===== config.mk =====
export PLATFORM = sky130hd
export DESIGN_NAME = gated_tick_timer
export DESIGN_NICKNAME = d
export VERILOG_FILES = /design/src/rtl/tmr_pkg.sv /design/src/rtl/tmr_enable_ctl.sv /design/src/rtl/tmr_divider.sv /design/src/rtl/tmr_outcnt.sv /design/src/rtl/gated_tick_timer.sv
export SDC_FILE = /design/constraint.sdc
export NUM_CORES = 1
export LEC_CHECK = 0
export BUFFER_PORTS_ARGS = -buffer_cell sky130_fd_sc_hd__buf_4
export CAP_MARGIN = 20
export CELL_PAD_IN_SITES_DETAIL_PLACEMENT = 1
export CELL_PAD_IN_SITES_GLOBAL_PLACEMENT = 2
export CORE_ASPECT_RATIO = 1.4
export CORE_MARGIN = 2
export CORE_UTILIZATION = 29
export CTS_CLUSTER_DIAMETER = 60
export DETAILED_ROUTE_END_ITERATION = 7
export PLACE_DENSITY_LB_ADDON = 0.1
export SKIP_CTS_REPAIR_TIMING = 1
export SYNTH_ARGS = -nofsm -noshare
export SYNTH_HDL_FRONTEND = slang
export SYNTH_SLANG_ARGS = --single-unit
export TNS_END_PERCENT = 50

===== constraint.sdc =====
create_clock -name clk -period 3.3 [get_ports clk]
set_input_delay 0.165 -clock clk [delete_from_list [all_inputs] [get_ports clk]]
set_output_delay 0.165 -clock clk [all_outputs]
set_load 0.02 [all_outputs]

===== src/rtl/tmr_pkg.sv =====
package tmr_pkg;

  // Action applied to the stage-3 count in one cycle.
  typedef enum logic [1:0] {
    OP_HOLD      = 2'd0,
    OP_CLEAR     = 2'd1,
    OP_INC       = 2'd2,
    OP_CLEAR_INC = 2'd3
  } cnt_op_e;

  // Restart wins over everything. A read plus a hit gives clear-then-increment.
  function automatic cnt_op_e pick_op(input logic restart,
                                      input logic rd,
                                      input logic hit);
    if (restart)      return OP_CLEAR;
    if (rd && hit)    return OP_CLEAR_INC;
    if (rd)           return OP_CLEAR;
    if (hit)          return OP_INC;
    return OP_HOLD;
  endfunction

endpackage


===== src/rtl/tmr_enable_ctl.sv =====
module tmr_enable_ctl #(
  parameter int CTRL_W = 8,
  parameter int EN_BIT = 0
) (
  input  logic              clk,
  input  logic              rst,
  input  logic              wr,
  input  logic [CTRL_W-1:0] wdata,
  output logic              en_o,
  output logic              restart_o
);

  logic en_q;
  logic bit_in;

  assign bit_in    = wdata[EN_BIT];
  // Restart fires only on an off-to-on change of the enable bit.
  assign restart_o = wr && bit_in && !en_q;
  assign en_o      = en_q;

  always_ff @(posedge clk) begin
    if (rst)     en_q <= 1'b0;
    else if (wr) en_q <= bit_in;
  end

  p_en_hold_r3: assert property (@(posedge clk) disable iff (rst)
    !wr |=> $stable(en_q));
  p_restart_sets_en_r2: assert property (@(posedge clk) disable iff (rst)
    restart_o |=> en_q);

endmodule


===== src/rtl/tmr_divider.sv =====
module tmr_divider #(
  parameter int TGT_W = 8
) (
  input  logic             clk,
  input  logic             rst,
  input  logic             restart,
  input  logic             en,
  input  logic             tick,
  input  logic             tgt_we,
  input  logic [TGT_W-1:0] tgt_wdata,
  output logic             hit_o
);

  localparam int CW = TGT_W + 1;

  logic [TGT_W-1:0] div_q;
  logic [TGT_W-1:0] tgt_q;
  logic [CW-1:0]    nxt;
  logic             step_ok;

  // A limit of zero stands for the full range, 2**TGT_W.
  function automatic logic [CW-1:0] limit_of(input logic [TGT_W-1:0] t);
    if (t == '0) return CW'(1) << TGT_W;
    return {1'b0, t};
  endfunction

  function automatic logic [CW-1:0] bump(input logic [TGT_W-1:0] d);
    return {1'b0, d} + CW'(1);
  endfunction

  assign step_ok = tick && en && !restart;
  assign nxt     = bump(div_q);
  assign hit_o   = step_ok && (nxt == limit_of(tgt_q));

  always_ff @(posedge clk) begin
    if (rst) begin
      div_q <= '0;
      tgt_q <= '0;
    end else begin
      if (tgt_we) tgt_q <= tgt_wdata;
      if (restart)      div_q <= '0;
      else if (hit_o)   div_q <= '0;
      else if (step_ok) div_q <= nxt[TGT_W-1:0];
    end
  end

  p_stall_r5: assert property (@(posedge clk) disable iff (rst)
    (!en && !restart) |=> $stable(div_q));
  p_restart_zero_r2: assert property (@(posedge clk) disable iff (rst)
    restart |=> (div_q == '0));
  p_hit_reload_r6: assert property (@(posedge clk) disable iff (rst)
    hit_o |=> (div_q == '0));
  p_tgt_keeps_phase_r10: assert property (@(posedge clk) disable iff (rst)
    (tgt_we && !restart && !tick) |=> $stable(div_q));

endmodule


===== src/rtl/tmr_outcnt.sv =====
module tmr_outcnt
  import tmr_pkg::*;
#(
  parameter int CNT_W = 4,
  parameter int RD_W  = 8
) (
  input  logic            clk,
  input  logic            rst,
  input  logic            restart,
  input  logic            hit,
  input  logic            rd,
  output logic [RD_W-1:0] rd_data
);

  logic [CNT_W-1:0] cnt_q;
  cnt_op_e          op;

  assign op = pick_op(restart, rd, hit);

  always_ff @(posedge clk) begin
    if (rst) cnt_q <= '0;
    else begin
      case (op)
        OP_CLEAR:     cnt_q <= '0;
        OP_INC:       cnt_q <= cnt_q + CNT_W'(1);
        OP_CLEAR_INC: cnt_q <= CNT_W'(1);
        default:      cnt_q <= cnt_q;
      endcase
    end
  end

  generate
    if (RD_W > CNT_W) begin : g_pad
      assign rd_data = {{(RD_W-CNT_W){1'b0}}, cnt_q};
    end else begin : g_trunc
      assign rd_data = cnt_q[RD_W-1:0];
    end
  endgenerate

  p_collide_one_r8: assert property (@(posedge clk) disable iff (rst)
    (rd && hit && !restart) |=> (cnt_q == CNT_W'(1)));
  p_read_clears_r7: assert property (@(posedge clk) disable iff (rst)
    (rd && !hit) |=> (cnt_q == '0));
  p_idle_hold_r4: assert property (@(posedge clk) disable iff (rst)
    (!rd && !hit && !restart) |=> $stable(cnt_q));
  p_inc_wrap_r9: assert property (@(posedge clk) disable iff (rst)
    (hit && !rd && !restart) |=> (cnt_q == $past(cnt_q) + CNT_W'(1)));

endmodule


===== src/rtl/gated_tick_timer.sv =====
module gated_tick_timer #(
  parameter int CTRL_W = 8,
  parameter int EN_BIT = 0,
  parameter int TGT_W  = 8,
  parameter int CNT_W  = 4,
  parameter int RD_W   = 8
) (
  input  logic              clk,
  input  logic              rst,
  input  logic              tick_i,
  input  logic              ctrl_we,
  input  logic [CTRL_W-1:0] ctrl_wdata,
  input  logic              tgt_we,
  input  logic [TGT_W-1:0]  tgt_wdata,
  input  logic              cnt_rd,
  output logic [RD_W-1:0]   rd_data
);

  logic en_w;
  logic restart_w;
  logic hit_w;

  tmr_enable_ctl #(.CTRL_W(CTRL_W), .EN_BIT(EN_BIT)) u_en (
    .clk(clk), .rst(rst), .wr(ctrl_we), .wdata(ctrl_wdata),
    .en_o(en_w), .restart_o(restart_w)
  );

  tmr_divider #(.TGT_W(TGT_W)) u_div (
    .clk(clk), .rst(rst), .restart(restart_w), .en(en_w), .tick(tick_i),
    .tgt_we(tgt_we), .tgt_wdata(tgt_wdata), .hit_o(hit_w)
  );

  tmr_outcnt #(.CNT_W(CNT_W), .RD_W(RD_W)) u_cnt (
    .clk(clk), .rst(rst), .restart(restart_w), .hit(hit_w), .rd(cnt_rd),
    .rd_data(rd_data)
  );

  p_no_hit_off_r5: assert property (@(posedge clk) disable iff (rst)
    !en_w |-> !hit_w);

endmodule


==> results.md <==
- Final WL: 2640 microns
- Most frequent cells in the layout: nor2_1 (22), dfxtp_1 (21), buf_4 (19)
- CP endpoint kind: register
- Ant. Diodes: 0
- Hold Path Stages: 3
- Initial core utilization: 30.5%
- Sequential Power Share: 54.3%
- Number of global-route vias before repair: between 900 and 1000
- Worst-Skew Late Latency: between 200 and 300 ps
- Sequential cell area fraction in the yosys report: 37.2%
- Synth Area per Inst: 8.49 sq um
- Worst-Margin Slew: 888 ps
- Final Hold Viols: 0
- Synth top area share: between 30% and 40%
- Comb power frac: between 10% and 20%
- Cell Int Power: 374 uW
- IO Count: 30
- HP Class: in -> reg
- Register area: 420 sq um
- Post-synthesis cell type count: 33
- DP HPWL: 2140 microns
- Syn Inst Count: approximately 130
- Mapped cell area: 1130 sq um
- Nets: roughly 180
- Port bufs: 18
- Slew margin rel.: around two fifths
- Fin crit share: a little over four fifths
- CTS sink cnt: 21
- Cells on worst reg2reg path: 7
- TritonRoute pass-1 iters: 4
- Placer Congestion: 0.703
- R2r setup slk: roughly 530 ps
- Switching share of power: 24.4%
- RSZ-0062 raised after global routing: no
- Vias/cell: 5.09
- Dpl cell area: ~1300 sq um
- DRT iter0 DRCs: 18
- Max clock buf depth: 2
- Num rows: 26
- First-pass GRT wire length: 4370 microns
- Die ar.: ~4400 sq um
- Final TNS setup: 0 ps
- Synth Warn #: 0
- Outcome: finished, final reports clean
- Max Clk Rate: between 300 and 400 MHz
- CTS tree: built
- Core Area: between 3000 and 4000 sq um
- Startpoint types: register
- Endpoints failing setup: 0
- Pin count of the biggest net entering global routing: 14
- R2R Path Start: u_div.div_q[0]$_SDFFE_PP0P_
- Leading cell type in the layout, fill and taps excluded: nor2_1
- PD cells: 368 nW/um^2
- P&R area growth vs syn: 18.9%
- CTS Root Cell: clkbuf_8
- Clock transition at path regs: approximately 80 ps
- Die X-Extent: 56.8 microns
- Slew Viols, Final: 0
- Fillers: 478
- Worst hold endpoint: u_div.tgt_q[4]$_SDFFE_PP0P_
- Worst r2r dst: u_cnt.cnt_q[0]$_SDFFE_PP0P_
- Critical path peak fanout: 8
- Largest cells by area after synthesis: dfxtp_1 (37%), xnor2_1 (8.5%), mux2i_1 (8.0%)
- WS Path Type: reg -> reg
- Remaining antenna violation count after routing: 0
- DRC viols: 0
- GRT overflow: 0
- Peak supply drop: 0.000191 V
- #FFs+latches synth: 21
- CP arrival: 2960 ps
- H-Tree Depth: 1
- Switching power: 121 uW
- Via count: about 990
- Initial antenna violation count: 0
- CP required: 3490 ps
- Hold Crit Start: tgt_wdata[4]
- Multi-input gate area: 679 sq um
- GRT Total Usage: 12.6%
- Share of post-route cells with drive strength above 1: between 10% and 20%
- Clock share of power: 33.7%
- Worst Skew: 4.02 ps
- Post-synth top area cell: dfxtp_1
- Final instance area: 1340 sq um
- P_leak: 0.000499 uW
- MaxCap Viol Count: 0
- Die Y: a little under 80 microns
- CTS Buf Count: 3
- Final min period: 2770 ps
- Routed wire per std cell: 13.5 microns
through the flow:
step	utilization (%)	std cells	hold WS [ps]	worst slack, ps	power [uW]
after floorplan	-	136	313	864	313
after global placement	35.0	191	397	617	334
after detailed placement	35.0	191	410	559	336
after CTS	36.2	195	135	539	510
after global routing	36.2	195	146	310	527
final	36.2	195	142	527	495
worst max-delay path, stage by stage, from the launching register on:
cell and delay (ps):
dfxtp_1 440, ha_1 300, nand3_2 160, or3_1 420
a2111oi_2 380, o311ai_1 320, or3_2 530, a21oi_1 150
synthesized netlist by cell type:
master	instances
or3_1	3
or4bb_2	1
ha_1	2
or3_2	1
o21a_1	1
buf_4	4
clkbuf_1	2
o311ai_1	1
nor3_1	5
nand3_2	1
or2_2	2
or4_1	2
nor4_1	3
o2111ai_1	1
xnor2_1	11
nand3b_1	1
o21ai_0	4
nor2_1	22
inv_1	1
nand2_1	11
a21oi_1	6
nor4bb_1	1
mux2i_1	9
nor3b_1	1
o31ai_1	1
conb_1	1
xor2_1	5
nand2b_1	1
dfxtp_1	21
nand2_2	1
a2111oi_2	1
nand3_1	5
o21ai_1	1
worst max-delay path by stage:
stage | startpoint | end | slack (ps) | cells after the start
finish | u_div.div_q[0]$_SDFFE_PP0P_ | u_cnt.cnt_q[0]$_SDFFE_PP0P_ | 530 | 7
global route | u_div.div_q[0]$_SDFFE_PP0P_ | u_cnt.cnt_q[3]$_SDFFE_PP0P_ | 310 | 7
global placement | u_div.div_q[0]$_SDFFE_PP0P_ | u_cnt.cnt_q[3]$_SDFFE_PP0P_ | 620 | 7
floorplan | u_div.div_q[0]$_SDFFE_PP0P_ | u_cnt.cnt_q[3]$_SDFFE_PP0P_ | 860 | 7
CTS | u_div.div_q[0]$_SDFFE_PP0P_ | u_cnt.cnt_q[3]$_SDFFE_PP0P_ | 540 | 7
detailed placement | u_div.div_q[0]$_SDFFE_PP0P_ | u_cnt.cnt_q[3]$_SDFFE_PP0P_ | 560 | 7
flip-flops by register name (all words and copies together) (netlist names):
name	count
u_cnt.cnt_q	4
u_div.div_q	8
u_div.tgt_q	8
u_en.en_o	1
cell families (layout without fill, tap and decap cells):
group | count (synthesis) | after routing | synth area share [%]
buf+inv | 7 | 24 | 3.65
other cells | 1 | 4 | 0.332
compound gates | 16 | 16 | 9.08
simple gates | 61 | 61 | 27.1
flops | 21 | 21 | 37.2
mux | 9 | 9 | 7.97
fa+ha+maj | 2 | 2 | 2.21
xor+xnor | 16 | 16 | 12.4
cell type report:
cell class	instances	share of cell area, %
clock buffer	4	3.35
tap	42	3.91
sequential	21	31.3
inverter	1	0.279
multi-input combinational	108	50.6
timing repair buffer	19	10.6
layer usage:
layer,wire length [microns],up-vias,GRT usage [%]
li1,-,496,-
met1,1030,477,12.6
met2,1490,17,24.8
met3,97,2,2.17
met4,24,0,4.88
met5,0,-,0
power groups by stage:
stage          Combinational [uW]  Clock (uW)  Sequential (uW)
3_3_place_gp                 59.1           0              275
2_1_floorplan                40.9           0              272
5_1_grt                      66.3         190              270
4_1_cts                      61.0         180              269
3_5_place_dp                 60.8           0              275
6_report                     59.5         167              269
Power figures use the tool's default switching activity.
